`src/rtl/vks_pkg.sv`:
```
package vks_pkg;
   typedef enum logic [1:0] {
      KS_IDLE,
      KS_FIRST,
      KS_ON,
      KS_REL
   } key_st_t;

   typedef struct packed {
      logic       on;
      logic [6:0] note;
      logic [6:0] vel;
   } key_evt_t;
endpackage

```
`src/rtl/vks_seq.sv`:
```
module vks_seq #(
   parameter int COLS    = 8,
   parameter int ROWS    = 8,
   parameter int DWELL_W = 8
) (
   input  logic                     clk,
   input  logic                     rst_n,
   input  logic [DWELL_W-1:0]       dwell_i,
   output logic [COLS-1:0]          scan_o,
   output logic                     lat_o,
   output logic                     proc_o,
   output logic [$clog2(COLS)-1:0]  col_o,
   output logic [$clog2(ROWS)-1:0]  row_o
);
   localparam int COL_W = $clog2(COLS);
   localparam int ROW_W = $clog2(ROWS);

   logic [COL_W-1:0]   col_q;
   logic [ROW_W-1:0]   row_q;
   logic [DWELL_W-1:0] cnt_q;
   logic               rows_q;
   logic               row_last;

   assign row_last = (row_q == ROW_W'(ROWS - 1));
   assign lat_o    = !rows_q && (cnt_q == dwell_i);
   assign proc_o   = rows_q;
   assign col_o    = col_q;
   assign row_o    = row_q;

   always_ff @(posedge clk) begin
      if (!rst_n) begin
         col_q  <= '0;
         row_q  <= '0;
         cnt_q  <= '0;
         rows_q <= 1'b0;
      end else if (!rows_q) begin
         if (cnt_q == dwell_i) begin
            cnt_q  <= '0;
            row_q  <= '0;
            rows_q <= 1'b1;
         end else begin
            cnt_q <= cnt_q + 1'b1;
         end
      end else if (row_last) begin
         rows_q <= 1'b0;
         col_q  <= (col_q == COL_W'(COLS - 1)) ? '0 : col_q + 1'b1;
      end else begin
         row_q <= row_q + 1'b1;
      end
   end

   for (genvar c = 0; c < COLS; c++) begin : g_drive
      assign scan_o[c] = (col_q == COL_W'(c));
   end

   AST_SCAN_ONEHOT: assert property (@(posedge clk) disable iff (!rst_n)
      $countones(scan_o) == 1);

   AST_COL_STEP: assert property (@(posedge clk) disable iff (!rst_n)
      (rows_q && row_last) |=> (col_o == (($past(col_o) == COL_W'(COLS - 1)) ? '0 : $past(col_o) + 1'b1)));
endmodule

```
`src/rtl/vks_keyproc.sv`:
```
module vks_keyproc
   import vks_pkg::*;
#(
   parameter int COLS      = 8,
   parameter int ROWS      = 8,
   parameter int NUM_KEYS  = 61,
   parameter int TMR_W     = 7,
   parameter int BASE_NOTE = 36,
   parameter int FIXED_VEL = 64
) (
   input  logic                     clk,
   input  logic                     rst_n,
   input  logic                     lat_i,
   input  logic                     proc_i,
   input  logic [$clog2(COLS)-1:0]  col_i,
   input  logic [$clog2(ROWS)-1:0]  row_i,
   input  logic [ROWS-1:0]          first_i,
   input  logic [ROWS-1:0]          second_i,
   input  logic                     touch_en_i,
   input  logic [3:0]               xpose_i,
   output logic                     push_o,
   output key_evt_t                 evt_o
);
   localparam int SLOTS = COLS * ROWS;
   localparam int KEY_W = $clog2(SLOTS);
   localparam logic [TMR_W-1:0] TMR_MAX = '1;

   key_st_t          st_q  [SLOTS];
   logic [TMR_W-1:0] tmr_q [SLOTS];
   logic [ROWS-1:0]  f_q, s_q;

   logic [KEY_W-1:0] key_sel;
   logic             is_key, f, s, is_on, emit;
   key_st_t          cur, nxt;
   logic [TMR_W-1:0] t, nt;
   logic signed [3:0] xs;
   logic signed [4:0] off;
   logic [6:0]       vel_meas;
   int               note_sum;

   assign key_sel = KEY_W'(col_i) * KEY_W'(ROWS) + KEY_W'(row_i);
   assign is_key  = proc_i && (int'(key_sel) < NUM_KEYS);
   assign f       = f_q[row_i];
   assign s       = s_q[row_i];
   assign cur     = st_q[key_sel];
   assign t       = tmr_q[key_sel];

   always_comb begin
      nxt   = cur;
      nt    = t;
      emit  = 1'b0;
      is_on = 1'b0;
      unique case (cur)
         KS_IDLE:  if (f) begin nxt = KS_FIRST; nt = '0; end
         KS_FIRST: begin
            if (!f) nxt = KS_IDLE;
            else if (s) begin nxt = KS_ON; emit = 1'b1; is_on = 1'b1; end
            else if (t != TMR_MAX) nt = t + 1'b1;
         end
         KS_ON: begin
            if (!f) begin nxt = KS_IDLE; emit = 1'b1; end
            else if (!s) nxt = KS_REL;
         end
         KS_REL: begin
            if (!f) begin nxt = KS_IDLE; emit = 1'b1; end
            else if (s) nxt = KS_ON;
         end
         default: nxt = KS_IDLE;
      endcase
   end

   always_comb begin
      xs = $signed(xpose_i);
      if (xs < -4'sd6)     off = -5'sd6;
      else if (xs > 4'sd5) off = 5'sd5;
      else                 off = {xs[3], xs};
   end

   assign note_sum = BASE_NOTE + int'(key_sel) + int'(off);
   assign vel_meas = (t == TMR_MAX) ? 7'd1 : 7'd127 - 7'(t);

   assign push_o     = is_key && emit;
   assign evt_o.on   = is_on;
   assign evt_o.note = 7'(note_sum);
   assign evt_o.vel  = !is_on ? 7'd0 : (touch_en_i ? vel_meas : 7'(FIXED_VEL));

   always_ff @(posedge clk) begin
      if (!rst_n) begin
         f_q <= '0;
         s_q <= '0;
         for (int i = 0; i < SLOTS; i++) begin
            st_q[i]  <= KS_IDLE;
            tmr_q[i] <= '0;
         end
      end else begin
         if (lat_i) begin
            f_q <= first_i;
            s_q <= second_i;
         end
         if (is_key) begin
            st_q[key_sel]  <= nxt;
            tmr_q[key_sel] <= nt;
         end
      end
   end

   AST_IDLE_SILENT: assert property (@(posedge clk) disable iff (!rst_n)
      (proc_i && cur == KS_IDLE) |-> !push_o);

   AST_VEL_NONZERO: assert property (@(posedge clk) disable iff (!rst_n)
      (push_o && evt_o.on) |-> (evt_o.vel != 7'd0));

   AST_EMPTY_SLOT: assert property (@(posedge clk) disable iff (!rst_n)
      (proc_i && int'(key_sel) >= NUM_KEYS) |-> !push_o);
endmodule

```
`src/rtl/vks_fifo.sv`:
```
module vks_fifo #(
   parameter int DEPTH = 8,
   parameter int W     = 15
) (
   input  logic         clk,
   input  logic         rst_n,
   input  logic         push_i,
   input  logic [W-1:0] data_i,
   output logic         valid_o,
   input  logic         ready_i,
   output logic [W-1:0] data_o,
   output logic         ovf_o
);
   localparam int AW = (DEPTH > 1) ? $clog2(DEPTH) : 1;
   localparam int CW = $clog2(DEPTH + 1);

   logic [W-1:0]  mem_q [DEPTH];
   logic [AW-1:0] wr_q, rd_q;
   logic [CW-1:0] cnt_q;
   logic          full, pop, acc, ovf_q;

   function automatic logic [AW-1:0] step(input logic [AW-1:0] p);
      return (p == AW'(DEPTH - 1)) ? '0 : p + 1'b1;
   endfunction

   assign full    = (cnt_q == CW'(DEPTH));
   assign valid_o = (cnt_q != '0);
   assign pop     = valid_o && ready_i;
   assign acc     = push_i && (!full || pop);
   assign data_o  = mem_q[rd_q];
   assign ovf_o   = ovf_q;

   always_ff @(posedge clk) begin
      if (acc) mem_q[wr_q] <= data_i;
   end

   always_ff @(posedge clk) begin
      if (!rst_n) begin
         wr_q  <= '0;
         rd_q  <= '0;
         cnt_q <= '0;
         ovf_q <= 1'b0;
      end else begin
         if (acc) wr_q <= step(wr_q);
         if (pop) rd_q <= step(rd_q);
         cnt_q <= cnt_q + CW'(acc) - CW'(pop);
         if (push_i && !acc) ovf_q <= 1'b1;
      end
   end

   AST_FILL_COUNT: assert property (@(posedge clk) disable iff (!rst_n)
      (push_i && !full && !pop) |=> (cnt_q == $past(cnt_q) + 1'b1));

   AST_DROP_FLAG: assert property (@(posedge clk) disable iff (!rst_n)
      (push_i && full && !pop) |=> ovf_o);

   AST_OVF_STICKY: assert property (@(posedge clk) disable iff (!rst_n)
      ovf_o |=> ovf_o);
endmodule

```
`src/rtl/velkey_scanner.sv`:
```
module velkey_scanner
   import vks_pkg::*;
#(
   parameter int COLS      = 8,
   parameter int ROWS      = 8,
   parameter int NUM_KEYS  = 61,
   parameter int TMR_W     = 7,
   parameter int DWELL_W   = 8,
   parameter int DEPTH     = 8,
   parameter int BASE_NOTE = 36,
   parameter int FIXED_VEL = 64
) (
   input  logic               clk,
   input  logic               rst_n,
   input  logic [DWELL_W-1:0] dwell_i,
   input  logic               touch_en_i,
   input  logic [3:0]         xpose_i,
   output logic [COLS-1:0]    scan_o,
   input  logic [ROWS-1:0]    first_i,
   input  logic [ROWS-1:0]    second_i,
   output logic               ev_valid_o,
   input  logic               ev_ready_i,
   output logic               ev_on_o,
   output logic [6:0]         ev_note_o,
   output logic [6:0]         ev_vel_o,
   output logic               ovf_o
);
   localparam int COL_W = $clog2(COLS);
   localparam int ROW_W = $clog2(ROWS);
   localparam int EVT_W = $bits(key_evt_t);

   if (NUM_KEYS > COLS * ROWS || NUM_KEYS < 1) begin : g_bad_keys
      $error("velkey_scanner: NUM_KEYS does not fit the matrix");
   end
   if (TMR_W < 1 || TMR_W > 7) begin : g_bad_tmr
      $error("velkey_scanner: TMR_W must be 1..7");
   end
   if (BASE_NOTE < 6 || BASE_NOTE + NUM_KEYS + 4 > 127) begin : g_bad_base
      $error("velkey_scanner: note range leaves 0..127");
   end
   if (COLS < 2 || ROWS < 2 || DEPTH < 2) begin : g_bad_size
      $error("velkey_scanner: COLS, ROWS and DEPTH must be at least 2");
   end
   if (FIXED_VEL < 1 || FIXED_VEL > 127) begin : g_bad_fixed
      $error("velkey_scanner: FIXED_VEL must be 1..127");
   end

   logic             lat, proc, push;
   logic [COL_W-1:0] col;
   logic [ROW_W-1:0] row;
   key_evt_t         evt_in, evt_out;

   vks_seq #(.COLS(COLS), .ROWS(ROWS), .DWELL_W(DWELL_W)) u_seq (
      .clk(clk), .rst_n(rst_n), .dwell_i(dwell_i), .scan_o(scan_o),
      .lat_o(lat), .proc_o(proc), .col_o(col), .row_o(row)
   );

   vks_keyproc #(
      .COLS(COLS), .ROWS(ROWS), .NUM_KEYS(NUM_KEYS), .TMR_W(TMR_W),
      .BASE_NOTE(BASE_NOTE), .FIXED_VEL(FIXED_VEL)
   ) u_keys (
      .clk(clk), .rst_n(rst_n), .lat_i(lat), .proc_i(proc), .col_i(col),
      .row_i(row), .first_i(first_i), .second_i(second_i),
      .touch_en_i(touch_en_i), .xpose_i(xpose_i), .push_o(push), .evt_o(evt_in)
   );

   vks_fifo #(.DEPTH(DEPTH), .W(EVT_W)) u_fifo (
      .clk(clk), .rst_n(rst_n), .push_i(push), .data_i(evt_in),
      .valid_o(ev_valid_o), .ready_i(ev_ready_i), .data_o(evt_out), .ovf_o(ovf_o)
   );

   assign ev_on_o   = evt_out.on;
   assign ev_note_o = evt_out.note;
   assign ev_vel_o  = evt_out.vel;
endmodule

```
`config.mk`:
```
export PLATFORM = sky130hd
export DESIGN_NAME = velkey_scanner
export DESIGN_NICKNAME = d
export VERILOG_FILES = /design/src/rtl/vks_pkg.sv /design/src/rtl/vks_seq.sv /design/src/rtl/vks_keyproc.sv /design/src/rtl/vks_fifo.sv /design/src/rtl/velkey_scanner.sv
export SDC_FILE = /design/constraint.sdc
export NUM_CORES = 1
export LEC_CHECK = 0
export BUFFER_PORTS_ARGS = -buffer_cell sky130_fd_sc_hd__buf_2
export CORE_AREA = 2 2 238 240
export DETAILED_ROUTE_END_ITERATION = 8
export DIE_AREA = 0 0 240 242
export GPL_TIMING_DRIVEN = 1
export HOLD_SLACK_MARGIN = 0.06
export PLACE_DENSITY = 0.78
export SLEW_MARGIN = 20
export SYNTH_ARGS = -nofsm -noshare
export SYNTH_HDL_FRONTEND = slang
export SYNTH_HIERARCHICAL = 1
export SYNTH_SLANG_ARGS = --single-unit
```
`constraint.sdc`:
```
create_clock -name clk -period 5.9 [get_ports clk]
set_clock_uncertainty 0.1 [all_clocks]
set_input_delay 1.18 -clock clk [delete_from_list [all_inputs] [get_ports clk]]
set_output_delay 1.18 -clock clk [all_outputs]
set_load 0.01 [all_outputs]
```
Word level (Yosys, flattened, before mapping)
Memory sizes are Yosys's and may differ from the RTL's. A register that Yosys moved wholly into a read port is not among the register bits.
Index checks and enable logic that the tools add are counted.
- reductions and logical operators: 20
- equality and inequality tests: 18
- $lt $le $gt $ge: 4
- add/sub/neg operators: 12
- muxes and demuxes: 49
- operator list (kind ; count):
    two-way mux 7 bit ; 8
    two-way mux 3 bit ; 8
    == test 3 bit, second input constant ; 7
    two-way mux 1 bit ; 17
    case mux 7 bit (2 select lines) ; 1
    adder 3 x 1 -> 3 bit, second input constant ; 4
    two-way mux 2 bit ; 6
    two-way mux 6 bit ; 2
    two-way mux 5 bit ; 2
    adder 8 x 1 -> 8 bit, second input constant ; 1
    == test 8 bit ; 1
    two-way mux 8 bit ; 1
    adder 6 x 6 -> 7 bit, first input constant ; 1
    adder 7 x 1 -> 7 bit, second input constant ; 1
    adder 7 x 5 -> 7 bit ; 1
    == test 7 bit, second input constant ; 1
    inequality test 7 bit, second input constant ; 1
    OR reduction 7 bit ; 1
    subtractor 7 bit, first input constant ; 1
    adder 6 x 3 -> 6 bit ; 1
    binary-select mux 1 bit (select 3 bit) ; 2
    == test 3 x 2 -> 1 bit, second input constant ; 2
    logical AND 1 bit ; 6
    < comparator 6 bit, second input constant ; 1
    other kinds (20) ; 26
- bits in writable memories: 696
- output and inout port bits: 25
- register bits: 42
- input port bits: 32
- memories kept: 3
- logic and storage cells: 116
- memories (name ; depth ; bits a word ; read ports ; clocked after Yosys merged registers in ; wr ports ; RTL line ; RTL):
    u_keys.tmr_q ; 64 ; 7 ; 1 ; 0 ; 64 ; vks_keyproc.sv:29 ; logic [TMR_W-1:0] tmr_q [SLOTS];
    u_keys.st_q ; 64 ; 2 ; 1 ; 0 ; 64 ; vks_keyproc.sv:28 ; key_st_t st_q [SLOTS];
    u_fifo.mem_q ; 8 ; 15 ; 1 ; 1 ; 1 ; vks_fifo.sv:17 ; logic [W-1:0] mem_q [DEPTH];

Logic depth before layout (Yosys ltp)
- depth in word-level cells: 9
- depth in mapped cells: 24
- depth with buffers taken out: 15

Cells and area by module
Netlist, hierarchy kept.
- by module, submodules not included (module ; times used ; area each (um^2) ; seq. area each (um^2) ; cells each):
    vks_keyproc ; 1 ; 27726.6 ; 17616.9 ; 2145
    vks_fifo ; 1 ; 5471.5 ; 3883.7 ; 270
    vks_seq ; 1 ; 923.4 ; 300.3 ; 97

Least setup slack after synthesis
OpenSTA, ideal clock, no wires.
- path type: register to register
- start point: register u_seq.row_q[2] (netlist: u_seq/row_o[2])
- end point: memory u_fifo.mem_q[1][0], enable pin
- stages on the path, launching flop included: 18
- clock period less this slack: 5372 ps
- setup slack: 528 ps
- data arrival time: 4841 ps
- setup time: 432 ps
- required time: 5368 ps
- buffers on the path: 8
- cells stage by stage: dfxtp_1 > buf_2 > buf_2 > buf_2 > buf_2 > buf_2 > buf_2 > mux4_2 > mux2i_1 > o221ai_1 > nor4_1 > buf_2 > nor4_1 > a21oi_1 > nor2_1 > clkbuf_1 > nand2b_1 > nor4b_1
- longest elaborated chain between the ends: 9
- elaborated cells between the ends (all ways): 20
- those cells by class: add/sub (1); order compare (1); eq/ne (3); mux (10); reduce/logical (4); memory (1)
- ends and longest elaborated chain (item ; RTL line ; RTL):
    start, declared ; vks_seq.sv:19 ; logic [ROW_W-1:0] row_q;
    start signal, assigned ; vks_seq.sv:48 ; row_q <= row_q + 1'b1;
    adder 6 x 3 -> 6 bit or binary-select mux 1 bit (select 3 bit) (tied branches) ; vks_keyproc.sv:41, vks_keyproc.sv:44 ;
    memory (64 x 2 bit) or two-way mux 1 bit (tied branches) ; n/a ;
    == test 2 bit or two-way mux 1 bit (tied branches) ; vks_keyproc.sv:53, vks_keyproc.sv:57 ;
    OR reduction 2 bit (no line) or two-way mux 1 bit (tied branches) ; n/a ;
    case mux 1 bit (2 select lines) ; vks_keyproc.sv:53 ; unique case (cur)
    logical AND 1 bit * ; vks_keyproc.sv:82 ; assign push_o = is_key && emit;
    net push ; velkey_scanner.sv:48 ; logic lat, proc, push;
    logical AND 1 bit * ; vks_fifo.sv:29 ; assign acc = push_i && (!full || pop);
    two-way mux 1 bit * ; vks_fifo.sv:34 ; if (acc) mem_q[wr_q] <= data_i;
    two-way mux 1 bit (not written as such) * ; vks_fifo.sv:34 ;
    end, declared ; vks_fifo.sv:17 ;
The timed path passes the listed nets; every way through them passes the cells marked *. The select of a mux whose other input is x is not followed.

==> impl_metrics.toml <==
[outcome]
status = "finished clean"

[power]
power.combinational.fraction_pct = 9.1
vdd_ir_drop_max_mv = 0.225
leakagePower_nw = 12.8
power_switching_share_pct = 23.8
seq_power_share_pct = 50.0
switchingPower_mw = 2.86
total_power_mw = 12.0
power.share.clock_pct = 40.9
cell_internal_pwr_mw = 9.15
power_density_nw_per_um2 = 315

[yosys]
yosys.area.top_type = "edfxtp_1"
syn-cell-area_um2 = 34100
postSynth.asyncResetShare_pct = 0
basic_gate_share_of_the_synthesized_area_counting_and_or_nand_and_nor_cells_pct = 9.92
synth.yosys.warnings = 6
synth_compound_gate_area_share_pct = 10.6
share_of_the_synthesized_netlist_area_taken_by_xor_and_xnor_gates_pct = 0.627
syn-mean-instance-area_um2 = 13.6
synth-edff-count = 696
netlist_instances = 2512
ys_ff_latch = 741
post_synth_mux_area_share_pct = 10.3
yosys-top-cells-area = "edfxtp_1, nor2_1, mux4_2, mux2i_1, dfxtp_1"
synth_largest_type_area_fraction_pct = 61.3
netlist-cell-type-count = 95
synthFlopType = "edfxtp_1"
register_area_share_after_synthesis_pct = 63.9
yosys.area_share.adder_pct = 1.29
synth_top_family_by_area = "compound AO/OA/AOI/OAI gates"

[placed_design]
dp_hpwl_um = 63900
placement.io_buffers = 56
dp_worst_setup_slack_ns = 0.791
place.gp.congestion = 1.01
post_dp_cell_area_um2 = 35600
dp.cells = 3252

[clock_tree]
cts_num_sinks = 741
postCtsSetupBuffers = 0
cts.repair.resized = 0
cts_htree_levels = 3
cts_inserted_buffers = 76
cts_max_path_buffers = 3
insertion_delay_ns = 0.65
root_buffer = "clkbuf_16"
cts-hold-fix-buffers = 0
cts.clk_slew.worst_paths_ns = 0.06
cts_tree = "built"

[flow_run]
drv.max_cap_violation_count = 0

[final_layout]
area_delta_synth_final_pct = 11.7
post_route_core_utilization_pct = 68.4
post-route-cell-area_um2 = 38100
nNetsFinal = 2640
leading_cell_types_in_the_layout_fill_and_taps_excluded = "edfxtp_1, nor2_1, nand2_1"
layoutNonFillerInstCount = 3391
fraction_of_layout_instances_using_a_drive_strength_above_1_pct = 19.4
mostFrequentLayoutCell = "edfxtp_1"

[timing]
timing.final.crit_period_ns = 5.36
fmaxAchievable_mhz = 187
unrepaired_setup_endpoints_after_global_routing = "false"
timing_max_transition_violations_final = 0
finalHoldViolations = 0
timing_worst_slew_pin_value_ns = 1.19
hold_ws_ns = 0.363
timing.max_slew.rel_slack_pct = 20.4
final-setup-viol-count = 0
setup_tns_ns = 0
timing.final.crit_share_pct = 90.8
setup_ws_ns = 0.542

[critical_path]
worst_path_max_delay_cell = "dfxtp_4"
crit_fanout = 37
worstPathBufferInverterCount = 2
rr_worst_depth = 14
crit_arrival_ns = 5.61
cpPeakStageDelay_ns = 0.71
cp_num_cells = 14
cp.required_ns = 6.15
cp_cell_sequence = "buf_4 > mux4_2 > mux2i_1 > o22ai_1 > nor3_1 > nand4_1 > ha_1 > and3_1 > nand2_1 > ha_1 > nor3b_1 > a21oi_4 > buf_4 > nor2_1"
cp_top_family = "simple AND/OR/NAND/NOR gates"
setup.worst_path.end_class = "register"
start_kind = "register"
setup.worst_path.class = "reg2reg"

[route]
drt_drc_violations_left = 0
dr.first_iter.drc_count = 3683
drtAntennaViolNets = 0
detail_route.wl_per_cell_um = 30.2
drt-total-wl_um = 103000
num_vias = 24100
detail_route.first_pass.iterations = 8
vias_per_cell = 7.12

[grt]
grt_first_pass_wirelength_um = 151000
first_global_vias = 23900
grt_max_degree = 69
initial_antenna_violation_count = 7
grt.total_usage_pct = 35.6
overflow = 0

[die]
pin_count = 57
placementRows = 87
design.die.area_um2 = 58100
die_h_um = 242
area_inside_the_core_boundary_um2 = 55700
initial_utilization_pct = 61.2
die-width_um = 240

[worst_hold_path]
hold_path.class = "reg2reg"
worst_hold_path.num_cells = 2
==> Yosys cell counts (all sizes together) (15+ instances only) <==
master    n
inv      29
a31oi    15
a22oi    36
clkbuf  113
o22ai    29
nor4     69
dfxtp    45
nand3    23
o21ai    27
a211oi   68
mux4     79
ha       32
nor3     21
edfxtp  696
a21oi   211
a221oi   44
nor2    304
nand2   181
mux2     60
buf     101
mux2i    95
==> worst reg2reg max path: stages, from the launching register on <==
cell and delay, ns:
dfxtp_4 0.71, buf_4 0.43, mux4_2 0.56, mux2i_1 0.40
o22ai_1 0.25, nor3_1 0.43, nand4_1 0.32, ha_1 0.32
and3_1 0.30, nand2_1 0.16, ha_1 0.25, nor3b_1 0.16
a21oi_4 0.12, buf_4 0.46, nor2_1 0.12
==> state kept, by name, indices dropped and copies added, names as in the netlist, named ones only <==
signal        cells
u_keys/tmr_q    448
u_keys/st_q     128
u_fifo/rd_q       3
u_seq/row_o       3
u_fifo/cnt_q      4
u_keys/s_q        8
u_fifo/wr_q       3
u_seq/cnt_q       8
u_fifo/ovf_o      1
u_fifo/mem_q    120
u_seq/proc_o      1
u_seq/col_o       3
u_keys/f_q        8
==> power by group through the flow <==
stage               clock network [mW]  logic [mW]  registers [mW]
floorplan                            0       0.733            6.06
global placement                     0        1.04            6.10
detailed placement                   0        1.06            6.11
CTS                               4.93        1.07            6.00
global route                      5.13        1.15            6.02
finish                            4.91        1.10            6.00
==> metal layers <==
| metal | GRT usage, % | routed length (um) | part of all wire [%] | up-vias |
|---|---|---|---|---|
| met5 | 0.758 | 95 | 0.093 | - |
| met2 | 53.1 | 45900 | 45 | 2143 |
| li1 | - | - | - | 9833 |
| met1 | 46.0 | 34200 | 33 | 11600 |
| met3 | 10.6 | 15000 | 15 | 506 |
| met4 | 22.4 | 7280 | 7.1 | 8 |
==> logic make-up (layout without fill, tap and decap cells) <==
family / count (synthesis) / after routing
flops: 741 / 741
mux: 234 / 234
other cells: 1 / 30
fa+ha+maj: 34 / 34
compound gates: 515 / 515
simple gates: 721 / 721
buf+inv: 245 / 339
xor+xnor: 21 / 21
==> final cells by class <==
cell class	instances	area [um^2]
Multi-Input combinational cell	1552	11500
Antenna cell	3	7.51
Tap cell	756	946
Inverter	31	116
Fill cell	3701	17600
Sequential cell	741	21800
Clock inverter	48	502
Clock buffer	88	2010
Timing Repair Buffer	172	1250
==> final timing paths <==
check / slack, ns / from / to
max reg2reg: 0.54 / u_seq/row_o[0]$_SDFFE_PN0P_ / u_keys/tmr_q[54][0]$_SDFFCE_PN0P_
max: 0.54 / u_seq/row_o[0]$_SDFFE_PN0P_ / u_keys/tmr_q[54][0]$_SDFFCE_PN0P_
min reg2reg: 0.36 / u_fifo/ovf_o$_SDFFE_PN0P_ / u_fifo/ovf_o$_SDFFE_PN0P_
min: 0.36 / u_fifo/ovf_o$_SDFFE_PN0P_ / u_fifo/ovf_o$_SDFFE_PN0P_
Note: power is estimated with default switching activity, not from simulation.
